## src/rtl/wdog_pkg.sv

```systemverilog
package wdog_pkg;

    typedef enum logic [1:0] {
        PEND_NONE = 2'd0,
        PEND_A    = 2'd1,
        PEND_B    = 2'd2
    } pend_t;

    typedef struct packed {
        logic single;
        logic half_a;
        logic half_b;
        logic halt;
    } wdt_cmd_t;

    // Whether the current strobes complete a clear, given the pending half.
    function automatic logic pair_done(input logic dual, input wdt_cmd_t c, input pend_t p);
        if (!dual)
            return c.single;
        return (c.half_a && c.half_b)
            || (c.half_a && p == PEND_B)
            || (c.half_b && p == PEND_A);
    endfunction

endpackage

```

## src/rtl/wdog_tick_gen.sv

```systemverilog
module wdog_tick_gen #(
    parameter int SYS_DIV = 4
) (
    input  logic clk,
    input  logic rst,
    input  logic src_sel,
    input  logic osc_tick,
    input  logic halted,
    input  logic restart,
    output logic tick
);
    localparam int DIV_W = (SYS_DIV > 1) ? $clog2(SYS_DIV) : 1;
    localparam logic [DIV_W-1:0] DIV_LAST = DIV_W'(SYS_DIV - 1);

    logic [DIV_W-1:0] div_q;
    logic             sys_tick;

    // The system clock is stopped in halt, so the divider freezes there.
    assign sys_tick = (div_q == DIV_LAST) && !halted;
    assign tick     = src_sel ? sys_tick : osc_tick;

    always_ff @(posedge clk) begin
        if (rst || restart)
            div_q <= '0;
        else if (!halted)
            div_q <= (div_q == DIV_LAST) ? '0 : div_q + 1'b1;
    end

endmodule

```

## src/rtl/wdog_count_core.sv

```systemverilog
module wdog_count_core #(
    parameter int PRE_W = 8,
    parameter int CNT_W = 8
) (
    input  logic clk,
    input  logic rst,
    input  logic enable,
    input  logic restart,
    input  logic tick,
    output logic expire
);
    logic [PRE_W-1:0] pre_q;
    logic [CNT_W-1:0] cnt_q;
    logic             carry;

    assign carry  = tick && (&pre_q);
    assign expire = enable && carry && (&cnt_q);

    always_ff @(posedge clk) begin
        if (rst || restart || !enable) begin
            pre_q <= '0;
            cnt_q <= '0;
        end else if (tick) begin
            pre_q <= pre_q + 1'b1;
            if (carry)
                cnt_q <= cnt_q + 1'b1;
        end
    end

endmodule

```

## src/rtl/wdog_clear_pair.sv

```systemverilog
module wdog_clear_pair
    import wdog_pkg::*;
(
    input  logic     clk,
    input  logic     rst,
    input  logic     dual,
    input  wdt_cmd_t cmd,
    output logic     done
);
    pend_t pend_q;

    assign done = pair_done(dual, cmd, pend_q) && !cmd.halt;

    always_ff @(posedge clk) begin
        if (rst || cmd.halt || done || !dual)
            pend_q <= PEND_NONE;
        else if (cmd.half_a)
            pend_q <= PEND_A;
        else if (cmd.half_b)
            pend_q <= PEND_B;
    end

    // the pending half survives a repeat of itself
    assert_repeat_keeps_R4: assert property (@(posedge clk) disable iff (rst)
        (dual && pend_q == PEND_A && cmd.half_a && !cmd.half_b && !cmd.halt)
        |=> (pend_q == PEND_A));

    // a halt forgets the pending half
    assert_halt_forgets_R5: assert property (@(posedge clk) disable iff (rst)
        cmd.halt |=> (pend_q == PEND_NONE));

endmodule

```

## src/rtl/wdog_top.sv

```systemverilog
module wdog_top
    import wdog_pkg::*;
#(
    parameter int PRE_W   = 8,
    parameter int CNT_W   = 8,
    parameter int SYS_DIV = 4
) (
    input  logic clk,
    input  logic rst,
    input  logic src_sel,
    input  logic wdt_en,
    input  logic dual_mode,
    input  logic clr_single,
    input  logic clr_a,
    input  logic clr_b,
    input  logic halt_cmd,
    input  logic osc_tick,
    input  logic wake_evt,
    output logic rst_req,
    output logic to_flag,
    output logic pdf_flag,
    output logic wake_req
);
    wdt_cmd_t cmd;
    logic     clr_done;
    logic     restart;
    logic     tick;
    logic     expire;
    logic     halted_q;

    assign cmd     = '{single: clr_single, half_a: clr_a, half_b: clr_b, halt: halt_cmd};
    assign restart = clr_done || halt_cmd || wake_evt;

    wdog_clear_pair u_pair (
        .clk  (clk),
        .rst  (rst),
        .dual (dual_mode),
        .cmd  (cmd),
        .done (clr_done)
    );

    wdog_tick_gen #(.SYS_DIV(SYS_DIV)) u_tick (
        .clk     (clk),
        .rst     (rst),
        .src_sel (src_sel),
        .osc_tick(osc_tick),
        .halted  (halted_q),
        .restart (restart),
        .tick    (tick)
    );

    wdog_count_core #(.PRE_W(PRE_W), .CNT_W(CNT_W)) u_core (
        .clk    (clk),
        .rst    (rst),
        .enable (wdt_en),
        .restart(clr_done || halt_cmd),
        .tick   (tick),
        .expire (expire)
    );

    always_ff @(posedge clk) begin
        if (rst) begin
            halted_q <= 1'b0;
            rst_req  <= 1'b0;
            wake_req <= 1'b0;
            to_flag  <= 1'b0;
            pdf_flag <= 1'b0;
        end else begin
            rst_req  <= expire && !halted_q && !clr_done && !halt_cmd;
            wake_req <= expire &&  halted_q && !clr_done && !halt_cmd;
            if (halt_cmd)
                halted_q <= 1'b1;
            else if (wake_evt || expire)
                halted_q <= 1'b0;
            if (halt_cmd) begin
                pdf_flag <= 1'b1;
                to_flag  <= 1'b0;
            end else if (clr_done) begin
                pdf_flag <= 1'b0;
                to_flag  <= 1'b0;
            end else if (expire) begin
                to_flag  <= 1'b1;
            end
        end
    end

    assert_halt_flags_R5: assert property (@(posedge clk) disable iff (rst)
        halt_cmd |=> (pdf_flag && !to_flag));

    assert_rst_pulse_R6: assert property (@(posedge clk) disable iff (rst)
        rst_req |=> !rst_req);

    assert_rst_sets_to_R6: assert property (@(posedge clk) disable iff (rst)
        rst_req |-> to_flag);

    assert_disabled_quiet_R8: assert property (@(posedge clk) disable iff (rst)
        !wdt_en |=> (!rst_req && !wake_req));

    assert_wake_not_reset_R9: assert property (@(posedge clk) disable iff (rst)
        wake_req |-> (to_flag && !rst_req));

    assert_wake_pulse_R9: assert property (@(posedge clk) disable iff (rst)
        wake_req |=> !wake_req);

endmodule

```

## config.mk

```make
export PLATFORM = sky130hd
export DESIGN_NAME = wdog_top
export DESIGN_NICKNAME = d
export VERILOG_FILES = /design/src/rtl/wdog_pkg.sv /design/src/rtl/wdog_tick_gen.sv /design/src/rtl/wdog_count_core.sv /design/src/rtl/wdog_clear_pair.sv /design/src/rtl/wdog_top.sv
export SDC_FILE = /design/constraint.sdc
export NUM_CORES = 1
export LEC_CHECK = 0
export ABC_AREA = 1
export BUFFER_PORTS_ARGS = -buffer_cell sky130_fd_sc_hd__buf_4
export CAP_MARGIN = 0
export CORE_MARGIN = 2
export CORE_UTILIZATION = 45
export DETAILED_ROUTE_END_ITERATION = 16
export GPL_TIMING_DRIVEN = 1
export PLACE_DENSITY = 0.76
export SKIP_LAST_GASP = 1
export SYNTH_ARGS = -nofsm -noshare
export SYNTH_HDL_FRONTEND = slang
export SYNTH_SLANG_ARGS = --single-unit
```

## constraint.sdc

```tcl
create_clock -name clk -period 1.68 [get_ports clk]
set_input_delay 0.168 -clock clk [delete_from_list [all_inputs] [get_ports clk]]
set_output_delay 0.168 -clock clk [all_outputs]
set_load 0.005 [all_outputs]
```

==> results by group, run 1 <==
Run status
  – Status: complete, no violations

Clock tree
  – H-tree Lvls: 1
  – Post-CTS Setup Bufs: 0
  – Clock Latency Late Sink: 0.32 ns
  – Clk root buf: clkbuf_4
  – Inserted Clock Buffers: 3
  – CTS Buffer Depth: 2
  – CTS Sinks: 25
  – Clk pin slew, worst setup/hold paths: 0.14 ns
  – CTS tree: yes

Place
  – DP HPWL: 1850 um
  – Routability Congestion: 0.787
  – I/O Buffers: 14
  – Cell Area, Placed: 1350 um^2

Power
  – Leak: 0.545 nW
  – Peak supply drop: 0.603 mV
  – Pwr/cell area: 676 nW/um^2

STA
  – Slew Limit Fails: 0
  – Final Skew: 0.0110 ns
  – Setup_tns: 0 ns
  – Crit path time final: 1.49 ns
  – Final Hold Viols: 0
  – Tcrit/Tclk final: 88.8%
  – Maximum achievable frequency: 0.670 GHz
  – Rel. slew slack: 77.0%
  – Slew of the pin with the lowest slew margin: 0.345 ns
  – Unrepaired setup endpoints after global routing: no
  – Final setup vio count: 0

Detailed routing
  – DRT Wirelength: 2430 um
  – ANT nets after route: 0
  – Vias per cell: 5.24
  – Starting DRT DRC Count: 34
  – Wirelength per Cell: 11.0 um
  – DR DRC count: 0
  – Pre-Repair DR Iteration Count: 4
  – Total number of vias: 1158

Min path
  – Hold path start: halt_cmd
  – Hold Crit Endpoint: pdf_flag$_SDFFE_PP0P_
  – Hold depth: 3
  – HP Class: primary input to flip-flop

Cells and area
  – Fin util: 55.0%
  – Share of layout cells above drive strength 1: 13.6%
  – Filler cell count: 247
  – Total Nets Final: 206
  – Area delta synth->final: 13.2%
  – Design Area, Final: 1390 um^2
  – Antenna cells: 0

Critical path
  – CP max stage delay: 0.41 ns
  – Arr. time, crit path: 1.75 ns
  – Startpoint Class: flip-flop
  – Worst endpoint required time: 1.93 ns
  – Setup CP Type: flip-flop to flip-flop
  – CP Max Fanout: 8
  – Crit-path cells: ha_1 > nand3_1 > inv_1 > nand2_1 > nor2_4 > nand2_1 > a21oi_1
  – FF-to-FF Start: u_core.pre_q[0]$_SDFFE_PP0P_
  – Crit. End Element: flip-flop
  – Most used cell, CP: nand2_1
  – Worst R2R End: u_core.cnt_q[7]$_SDFFE_PP0P_
  – R2R setup slack: 0.19 ns
  – CP max stage cell: dfxtp_1
  – Reg2Reg Depth: 7

Global route
  – Pin count of the biggest net entering global routing: 17
  – Vias in the first global route: 1081
  – First-pass GRT wire length: 4260 um
  – GRT Resource Usage Total: 16.7%
  – GRT overflow: 0
  – Initial antenna violation count: 0

Job
  – Max-Cap Viols: 0

Logic synthesis
  – Mapped Area: 1220 um^2
  – Mapped Nets: 188
  – Yosys warnings: 0
  – Post-synth ARST share: 0%
  – Post-Syn Area per Cell: 7.04 um^2
  – Post-synthesis sequential area ratio: 40.9%
  – Synth Register Bits: 25
  – Synth Instances: 174
  – Post-synth top flop: dfxtp_1
  – Post-synth EDFFs: 0
  – Netlist cell types: 26

Die
  – Die Wd: 56.2 um
  – Die area: 3160 um^2
  – Die Y: 56.2 um
  – Core area: 2520 um^2
  – Io pins: 15
  – Starting Density: 48.6%
  – Rows: 18
==> where the power goes <==
| group | internal (mW) | leakage [nW] | switching (mW) | total [mW] |
|---|---|---|---|---|
| sequential | 0.599 | 0.202 | 0.00530 | 0.604 |
| combinational | 0.0308 | 0.325 | 0.0349 | 0.0657 |
| clock | 0.0892 | 0.0177 | 0.179 | 0.268 |
==> worst max-delay path by stage <==
| stage | slack, ns | to | startpoint | cells after the start |
|---|---|---|---|---|
| floorplan | 0.46 | u_core.cnt_q[5]$_SDFFE_PP0P_ | u_core.pre_q[0]$_SDFFE_PP0P_ | 7 |
| global placement | 0.32 | u_core.pre_q[0]$_SDFFE_PP0P_ | u_tick.div_q[0]$_SDFFE_PP0N_ | 6 |
| detailed placement | 0.23 | u_core.cnt_q[7]$_SDFFE_PP0P_ | u_core.pre_q[0]$_SDFFE_PP0P_ | 7 |
| CTS | 0.20 | u_core.cnt_q[7]$_SDFFE_PP0P_ | u_core.pre_q[0]$_SDFFE_PP0P_ | 7 |
| global route | 0.07 | u_core.cnt_q[0]$_SDFFE_PP0P_ | u_core.pre_q[0]$_SDFFE_PP0P_ | 7 |
| finish | 0.19 | u_core.cnt_q[7]$_SDFFE_PP0P_ | u_core.pre_q[0]$_SDFFE_PP0P_ | 7 |
==> cells by family (layout without fill, tap and decap cells) <==
kind of cell	after synthesis	in the layout	synth area share, %
AO/OA/AOI/OAI	22	22	9.50
adder cells (fa/ha/maj)	3	3	3.06
AND/OR/NAND/NOR	96	96	34.5
multiplexers	1	1	0.817
buffers and inverters	22	39	7.66
XOR/XNOR	5	5	3.58
flip-flops	25	25	40.9
==> registers in the layout, summed over array words and instances, names as in the netlist <==
name	cells
u_core.cnt_q	8
halted_q	1
u_pair.pend_q	2
pdf_flag	1
u_tick.div_q	2
wake_req	1
to_flag	1
u_core.pre_q	8
rst_req	1
==> repair_timing <==
item | 4_1_cts | 5_1_grt
gates resized for setup | 0 | 0
hold buffers | 0 | 1
endpoints found under the hold margin | 0 | 1
==> cell usage in the layout (no fill, tap or decap), types with 6 or more instances in the layout <==
master	netlist	routed
nand3_1	11	11
nand2_1	53	53
nor2_1	14	14
inv_1	18	18
a21oi_1	16	16
nor3_1	6	6
buf_4	1	14
dfxtp_1	25	25
==> cells in the mapped netlist, drive strengths merged, types with 2 or more instances <==
cell type | n | share of area [%]
buf | 2 | 1.5
dfxtp | 25 | 41
nor2 | 15 | 5.2
ha | 3 | 3.1
inv | 20 | 6.1
xor2 | 3 | 2.1
nand2 | 55 | 17
a21oi | 17 | 7.3
nor3 | 6 | 2.5
xnor2 | 2 | 1.4
nand3 | 12 | 5.3
nand3b | 2 | 1.2
nand4 | 3 | 1.5
or2 | 3 | 1.5
o21ai | 4 | 1.6
==> metal layers <==
layer	GRT usage (%)	vias up	part of all wire, %	wire length [um]
li1	-	591	-	-
met1	17.6	533	41	1010
met2	32.3	32	53	1300
met3	4.19	2	4.7	113
met4	4.42	0	0.58	14
met5	0	-	0	0
==> critical path, delay by kind of cell (launching register included) <==
family | cells | cell delay (ns)
AO/OA/AOI/OAI | 1 | 0.14
adder cells (fa/ha/maj) | 1 | 0.22
buffers and inverters | 1 | 0.14
flip-flops | 1 | 0.41
AND/OR/NAND/NOR | 4 | 0.53
==> metrics by stage <==
step	total power, mW	hold WS (ns)	worst slack [ns]	std cells
floorplan	0.653	0.247	0.463	174
global placement	0.678	0.355	0.317	216
detailed placement	0.681	0.359	0.234	216
CTS	0.946	0.000163	0.195	220
global route	0.979	0.0785	0.0739	221
finish	0.938	0.0714	0.188	221
==> area by class of cell <==
type,instances,area [um^2],share of cell area [%]
Multi-Input combinational cell,127,631,45.5
Sequential cell,25,500,36.1
Timing Repair Buffer,15,115,8.30
Inverter,20,75.1,5.42
Tap cell,30,37.5,2.71
Clock buffer,3,22.5,1.62
Clock inverter,1,5.00,0.361
Power figures use the tool's default switching activity.
==> inputs of run 2 (changes only) <==
CORE_ASPECT_RATIO = 1.1   (was default)
CTS_BUF_LIST = sky130_fd_sc_hd__clkbuf_4   (was default)
==> results by group, run 2 (same netlist as run 1, synthesis figures left out) <==
Run status
  – Status: complete, no violations

Detailed routing
  – Wirelength per Cell: 11.1 um (+0.86%)
  – Met1 Wirelength: 1050 um (+4.4%)
  – DR WL met2: 1270 um (-1.8%)
  – Starting DRT DRC Count: 21 (-38%)
  – Met3 routed wirelength: 88 um (-22%)
  – ANT nets after route: 0 (unchanged)
  – Total number of vias: 1163 (+0.43%)
  – Pre-Repair DR Iteration Count: 4 (unchanged)
  – DR DRC count: 0 (unchanged)
  – Vias per cell: 5.26 (+0.43%)
  – Max Used Layer: met4
  – DRT Wirelength: 2450 um (+0.86%)

STA
  – Final Skew: 0.00521 ns (-0.00574 ns)
  – Final setup vio count: 0 (unchanged)
  – Setup_tns: 0 ns (unchanged)
  – Rel. slew slack: 76.7% (-0.33 points)
  – Unrepaired setup endpoints after global routing: no
  – Maximum achievable frequency: 0.669 GHz (-0.22%)
  – Slew of the pin with the lowest slew margin: 0.350 ns (+0.00490 ns)
  – PnR worst setup slack: 0.185 ns (-0.00332 ns)
  – Final Hold Viols: 0 (unchanged)
  – Crit path time final: 1.50 ns (+0.00332 ns)
  – Slew Limit Fails: 0 (unchanged)
  – Tcrit/Tclk final: 89.0% (+0.20 points)

Critical path
  – Crit. End Element: flip-flop
  – Arr. time, crit path: 1.74 ns (about the same)
  – Buf+Inv Stages, Crit Path: 1 (unchanged)
  – Delay-heaviest family, CP: simple AND/OR/NAND/NOR gates
  – CP max stage delay: 0.40 ns (about the same)
  – R2R setup slack: 0.18 ns (about the same)
  – Worst R2R End: u_core.pre_q[0]$_SDFFE_PP0P_
  – Crit-path cells: ha_1 > nand3_1 > nand2_2 > inv_2 > or2_2 > a21oi_1
  – CP Max Fanout: 13 (+5)
  – Startpoint Class: flip-flop
  – CP max stage cell: dfxtp_1
  – Reg2Reg Depth: 6 (-1)
  – Setup CP Type: flip-flop to flip-flop
  – Worst endpoint required time: 1.93 ns (about the same)
  – FF-to-FF Start: u_tick.div_q[0]$_SDFFE_PP0N_

Global route
  – Initial antenna violation count: 0 (unchanged)
  – Pin count of the biggest net entering global routing: 17 (unchanged)
  – GRT overflow: 0 (unchanged)
  – First-pass GRT wire length: 4280 um (+0.47%)
  – GRT Resource Usage Total: 17.9% (+1.2 points)
  – Vias in the first global route: 1099 (+1.7%)

Power
  – Pwr/cell area: 689 nW/um^2 (+1.9%)
  – Peak supply drop: 0.400 mV (-34%)
  – Leak: 0.541 nW (-0.64%)

Cells and area
  – Most frequent cells in the layout: nand2_1, dfxtp_1, inv_1, a21oi_1
  – Total Nets Final: 205 (-0.49%)
  – Antenna cells: 0 (unchanged)
  – Fin util: 54.3% (-0.71 points)
  – Area delta synth->final: 12.7%
  – Most common cell after layout, fill and taps aside: nand2_1
  – Share of layout cells above drive strength 1: 13.7% (+0.072 points)
  – Largest registers: u_core.cnt_q (8), u_core.pre_q (8)

Place
  – I/O Buffers: 14 (unchanged)
  – Routability Congestion: 0.750 (-4.7%)
  – DP HPWL: 1840 um (about the same)
  – Pre-CTS WS: 0.251 ns (+0.0170 ns)

Clock tree
  – CTS Buffer Depth: 2 (unchanged)
  – Post-cts resize count: 0 (unchanged)
  – CTS Sinks: 25 (unchanged)
  – CTS Hold Buffers Added: 0 (unchanged)
  – Clk pin slew, worst setup/hold paths: 0.13 ns (about the same)
  – Inserted Clock Buffers: 3 (unchanged)
  – Clock Latency Late Sink: 0.32 ns (about the same)
  – H-tree Lvls: 1 (unchanged)
  – Post-CTS Setup Bufs: 0 (unchanged)
  – CTS tree: yes
  – Clk root buf: clkbuf_4

Job
  – Max-Cap Viols: 0 (unchanged)

Die
  – Io pins: 15 (unchanged)
  – Die Wd: 53.7 um (-4.3%)
  – Core area: 2540 um^2 (+0.84%)
  – Die Y: 58.7 um (+4.5%)
  – Rows: 19 (+1)
  – Die area: 3160 um^2 (about the same)
  – Starting Density: 48.2% (-0.41 points)

Min path
  – HP Class: primary input to flip-flop
  – Hold path start: wake_evt
  – Hold Crit Endpoint: u_tick.div_q[1]$_SDFFE_PP0N_
  – Hold depth: 2 (-1)
run 2: cell types whose count changed in the layout (fill, tap and decap cells not counted):
cell / change
clkinv_2: -1
clkbuf_4: +1
dlygate4sd3_1: -1
run 2: layer usage:
metal / vias up / track usage (%)
li1: 591 / -
met2: 32 / 31.0
met4: 0 / 8.06
met5: - / 0
met1: 535 / 21.2
met3: 5 / 2.79
run 2: worst max path at each step:
stage,startpoint,depth (start not counted),end
final,u_tick.div_q[0]$_SDFFE_PP0N_,6,u_core.pre_q[0]$_SDFFE_PP0P_
after global routing,u_core.pre_q[0]$_SDFFE_PP0P_,7,u_core.cnt_q[3]$_SDFFE_PP0P_
after CTS,u_tick.div_q[0]$_SDFFE_PP0N_,6,u_core.pre_q[0]$_SDFFE_PP0P_
after detailed placement,u_tick.div_q[0]$_SDFFE_PP0N_,6,u_core.pre_q[0]$_SDFFE_PP0P_
after global placement,u_tick.div_q[0]$_SDFFE_PP0N_,6,u_core.pre_q[0]$_SDFFE_PP0P_
after floorplan,u_core.pre_q[0]$_SDFFE_PP0P_,7,u_core.cnt_q[5]$_SDFFE_PP0P_
run 2: where the power goes:
| part | internal (mW) | switching (mW) | leakage [nW] | total, mW |
|---|---|---|---|---|
| registers | 0.598 | 0.00580 | 0.202 | 0.604 |
| clock network | 0.109 | 0.173 | 0.0184 | 0.282 |
| logic | 0.0293 | 0.0352 | 0.321 | 0.0646 |
| total | 0.737 | 0.214 | 0.541 | 0.951 |
run 2: cell type report:
class,count,area (um^2)
clock buffers,4,30.0
fillers,256,1160
inverters,20,75.1
multi-input cells,127,631
flip-flops and latches,25,500
well taps,31,38.8
repair buffers,14,105
run 2: through the flow:
stage	hold WS (ns)	area, um^2	total power, mW	instances
6_report	0.0136	1380	0.951	221
5_1_grt	0.0111	1380	0.993	221
4_1_cts	0.0143	1380	0.955	221
3_5_place_dp	0.360	1350	0.681	217
3_3_place_gp	0.357	1350	0.678	217
2_1_floorplan	0.247	1220	0.653	174
==> inputs of run 3 (changes only) <==
CORE_UTILIZATION = 50   (was 45)
PLACE_DENSITY = 0.82   (was 0.76)
==> results by group, run 3 (same netlist as run 1, synthesis figures left out) <==
Power
  – Peak supply drop: 0.632 mV (+58%)
  – Pwr/cell area: 675 nW/um^2 (-2.1%)
  – Leak: 0.545 nW (+0.64%)

Run status
  – Status: complete, no violations

Cells and area
  – Filler cell count: 214 (-16%)
  – Largest registers: u_core.cnt_q (8), u_core.pre_q (8)
  – Register area: 500 um^2 (unchanged)
  – Area of the multi-input gates: 631 um^2 (unchanged)
  – Fin util: 60.9% (+6.7 points)
  – Share of layout cells above drive strength 1: 13.6% (-0.072 points)
  – Most frequent cells in the layout: nand2_1, dfxtp_1, inv_1, a21oi_1
  – Layout Cells excl Fill: 221 (unchanged)
  – Antenna cells: 0 (unchanged)
  – Most common cell after layout, fill and taps aside: nand2_1
  – Total Nets Final: 206 (+0.49%)
  – Area delta synth->final: 13.2%

Global route
  – First-pass GRT wire length: 3880 um (-9.3%)
  – GRT overflow: 0 (unchanged)
  – Vias in the first global route: 1018 (-7.4%)
  – Initial antenna violation count: 0 (unchanged)
  – Pin count of the biggest net entering global routing: 17 (unchanged)
  – GRT Resource Usage Total: 17.3% (-0.63 points)

Detailed routing
  – Starting DRT DRC Count: 24 (+14%)
  – DRT Wirelength: 2300 um (-6.2%)
  – Wirelength per Cell: 10.4 um (-6.2%)
  – DR DRC count: 0 (unchanged)
  – ANT nets after route: 0 (unchanged)
  – Vias per cell: 5.00 (-5.1%)
  – Pre-Repair DR Iteration Count: 4 (unchanged)
  – Total number of vias: 1104 (-5.1%)

Clock tree
  – Clk pin slew, worst setup/hold paths: 0.14 ns (about the same)
  – Post-CTS Setup Bufs: 0 (unchanged)
  – Clk root buf: clkbuf_4
  – CTS Buffer Depth: 2 (unchanged)
  – CTS Sinks: 25 (unchanged)
  – Inserted Clock Buffers: 3 (unchanged)
  – Post-cts resize count: 0 (unchanged)
  – CTS Hold Buffers Added: 1 (+1)
  – CTS tree: yes
  – H-tree Lvls: 1 (unchanged)
  – Clock Latency Late Sink: 0.32 ns (about the same)

Min path
  – Hold depth: 3 (+1)
  – HP Class: primary input to flip-flop
  – Hold path start: halt_cmd
  – Hold Crit Endpoint: halted_q$_SDFFE_PP0P_

Critical path
  – CP max stage delay: 0.38 ns (-0.02 ns)
  – Crit. End Element: flip-flop
  – CP max stage cell: dfxtp_1
  – Startpoint Class: flip-flop
  – Crit-path cells: ha_1 > nand3_1 > nand2_2 > inv_2 > nor2_4 > nand2_1 > a21oi_1
  – Worst R2R End: u_core.cnt_q[2]$_SDFFE_PP0P_
  – CP Max Fanout: 13 (unchanged)
  – Arr. time, crit path: 1.68 ns (-0.06 ns)
  – FF-to-FF Start: u_tick.div_q[0]$_SDFFE_PP0N_
  – Worst endpoint required time: 1.93 ns (about the same)
  – Setup CP Type: flip-flop to flip-flop
  – R2R setup slack: 0.25 ns (+0.07 ns)
  – Reg2Reg Depth: 7 (+1)

STA
  – Crit path time final: 1.43 ns (-0.0659 ns)
  – Setup_tns: 0 ns (unchanged)
  – Rel. slew slack: 78.2% (+1.5 points)
  – Maximum achievable frequency: 0.700 GHz (+4.6%)
  – Tcrit/Tclk final: 85.1% (-3.9 points)
  – Final Hold Viols: 0 (unchanged)
  – Final Skew: 0.00543 ns (+0.000217 ns)
  – PnR worst setup slack: 0.251 ns (+0.0659 ns)
  – Unrepaired setup endpoints after global routing: no
  – Slew Limit Fails: 0 (unchanged)
  – Slew of the pin with the lowest slew margin: 0.327 ns (-0.0228 ns)
  – Final setup vio count: 0 (unchanged)

Place
  – DP HPWL: 1780 um (-3.6%)
  – I/O Buffers: 14 (unchanged)
  – Pre-CTS WS: 0.272 ns (+0.0213 ns)
  – Placed cells: 216 (-0.46%)
  – Routability Congestion: 0.780 (+4.1%)

Die
  – Io pins: 15 (unchanged)
  – Die area: 2860 um^2 (-9.3%)
  – Rows: 18 (-1)
  – Core area: 2270 um^2 (-11%)
  – Starting Density: 53.9% (+5.7 points)
  – Die Wd: 51.2 um (-4.8%)
  – Die Y: 55.9 um (-4.8%)

Job
  – Max-Cap Viols: 0 (unchanged)
-- run 3: changes by cell type in the layout (fill, tap and decap cells not counted), sizes merged --
cell	before	now
dlygate4sd3	0	1
clkbuf	4	3
clkinv	0	1
-- run 3: per-layer routing --
metal | track usage (%) | vias up | share of wire (%)
met5 | 0 | - | 0
met4 | 6.95 | 0 | 1.5
met3 | 2.42 | 4 | 2.7
met2 | 31.7 | 12 | 52
met1 | 19.4 | 497 | 43
li1 | - | 591 | -
-- run 3: layout make-up --
class | count | share of cell area [%]
multi-input combinational | 127 | 45.5
sequential | 25 | 36.1
timing repair buffer | 15 | 8.30
inverter | 20 | 5.42
tap | 30 | 2.71
clock buffer | 3 | 1.62
clock inverter | 1 | 0.361
-- run 3: metrics by stage --
| stage | hold slack, ns | instance area, um^2 | power [mW] |
|---|---|---|---|
| 4_1_cts | 0.0602 | 1390 | 0.950 |
| 5_1_grt | 0.0777 | 1390 | 0.976 |
| 6_report | 0.0692 | 1390 | 0.935 |
| 3_5_place_dp | 0.358 | 1350 | 0.680 |
| 2_1_floorplan | 0.247 | 1220 | 0.653 |
| 3_3_place_gp | 0.355 | 1350 | 0.677 |
-- run 3: where the power goes --
part | leakage (nW) | switching [mW] | internal (mW)
combinational | 0.325 | 0.0332 | 0.0308
sequential | 0.202 | 0.00514 | 0.599
clock | 0.0177 | 0.178 | 0.0891
-- run 3: worst max path at each step --
stage                                   endpoint                          from
floorplan           u_core.cnt_q[5]$_SDFFE_PP0P_  u_core.pre_q[0]$_SDFFE_PP0P_
global placement    u_core.pre_q[0]$_SDFFE_PP0P_  u_tick.div_q[0]$_SDFFE_PP0N_
detailed placement  u_core.cnt_q[7]$_SDFFE_PP0P_  u_tick.div_q[0]$_SDFFE_PP0N_
CTS                 u_core.cnt_q[7]$_SDFFE_PP0P_  u_tick.div_q[0]$_SDFFE_PP0N_
global route        u_core.cnt_q[7]$_SDFFE_PP0P_  u_core.pre_q[0]$_SDFFE_PP0P_
finish              u_core.cnt_q[2]$_SDFFE_PP0P_  u_tick.div_q[0]$_SDFFE_PP0N_
-- run 3: worst max-delay path, delay by kind of cell, from the launching register on --
family,cells,cell delay (ns)
and+or+nand+nor,4,0.56
DFF,1,0.38
adders and majority gates,1,0.18
AOI/OAI and AO/OA,1,0.14
buffers and inverters,1,0.10
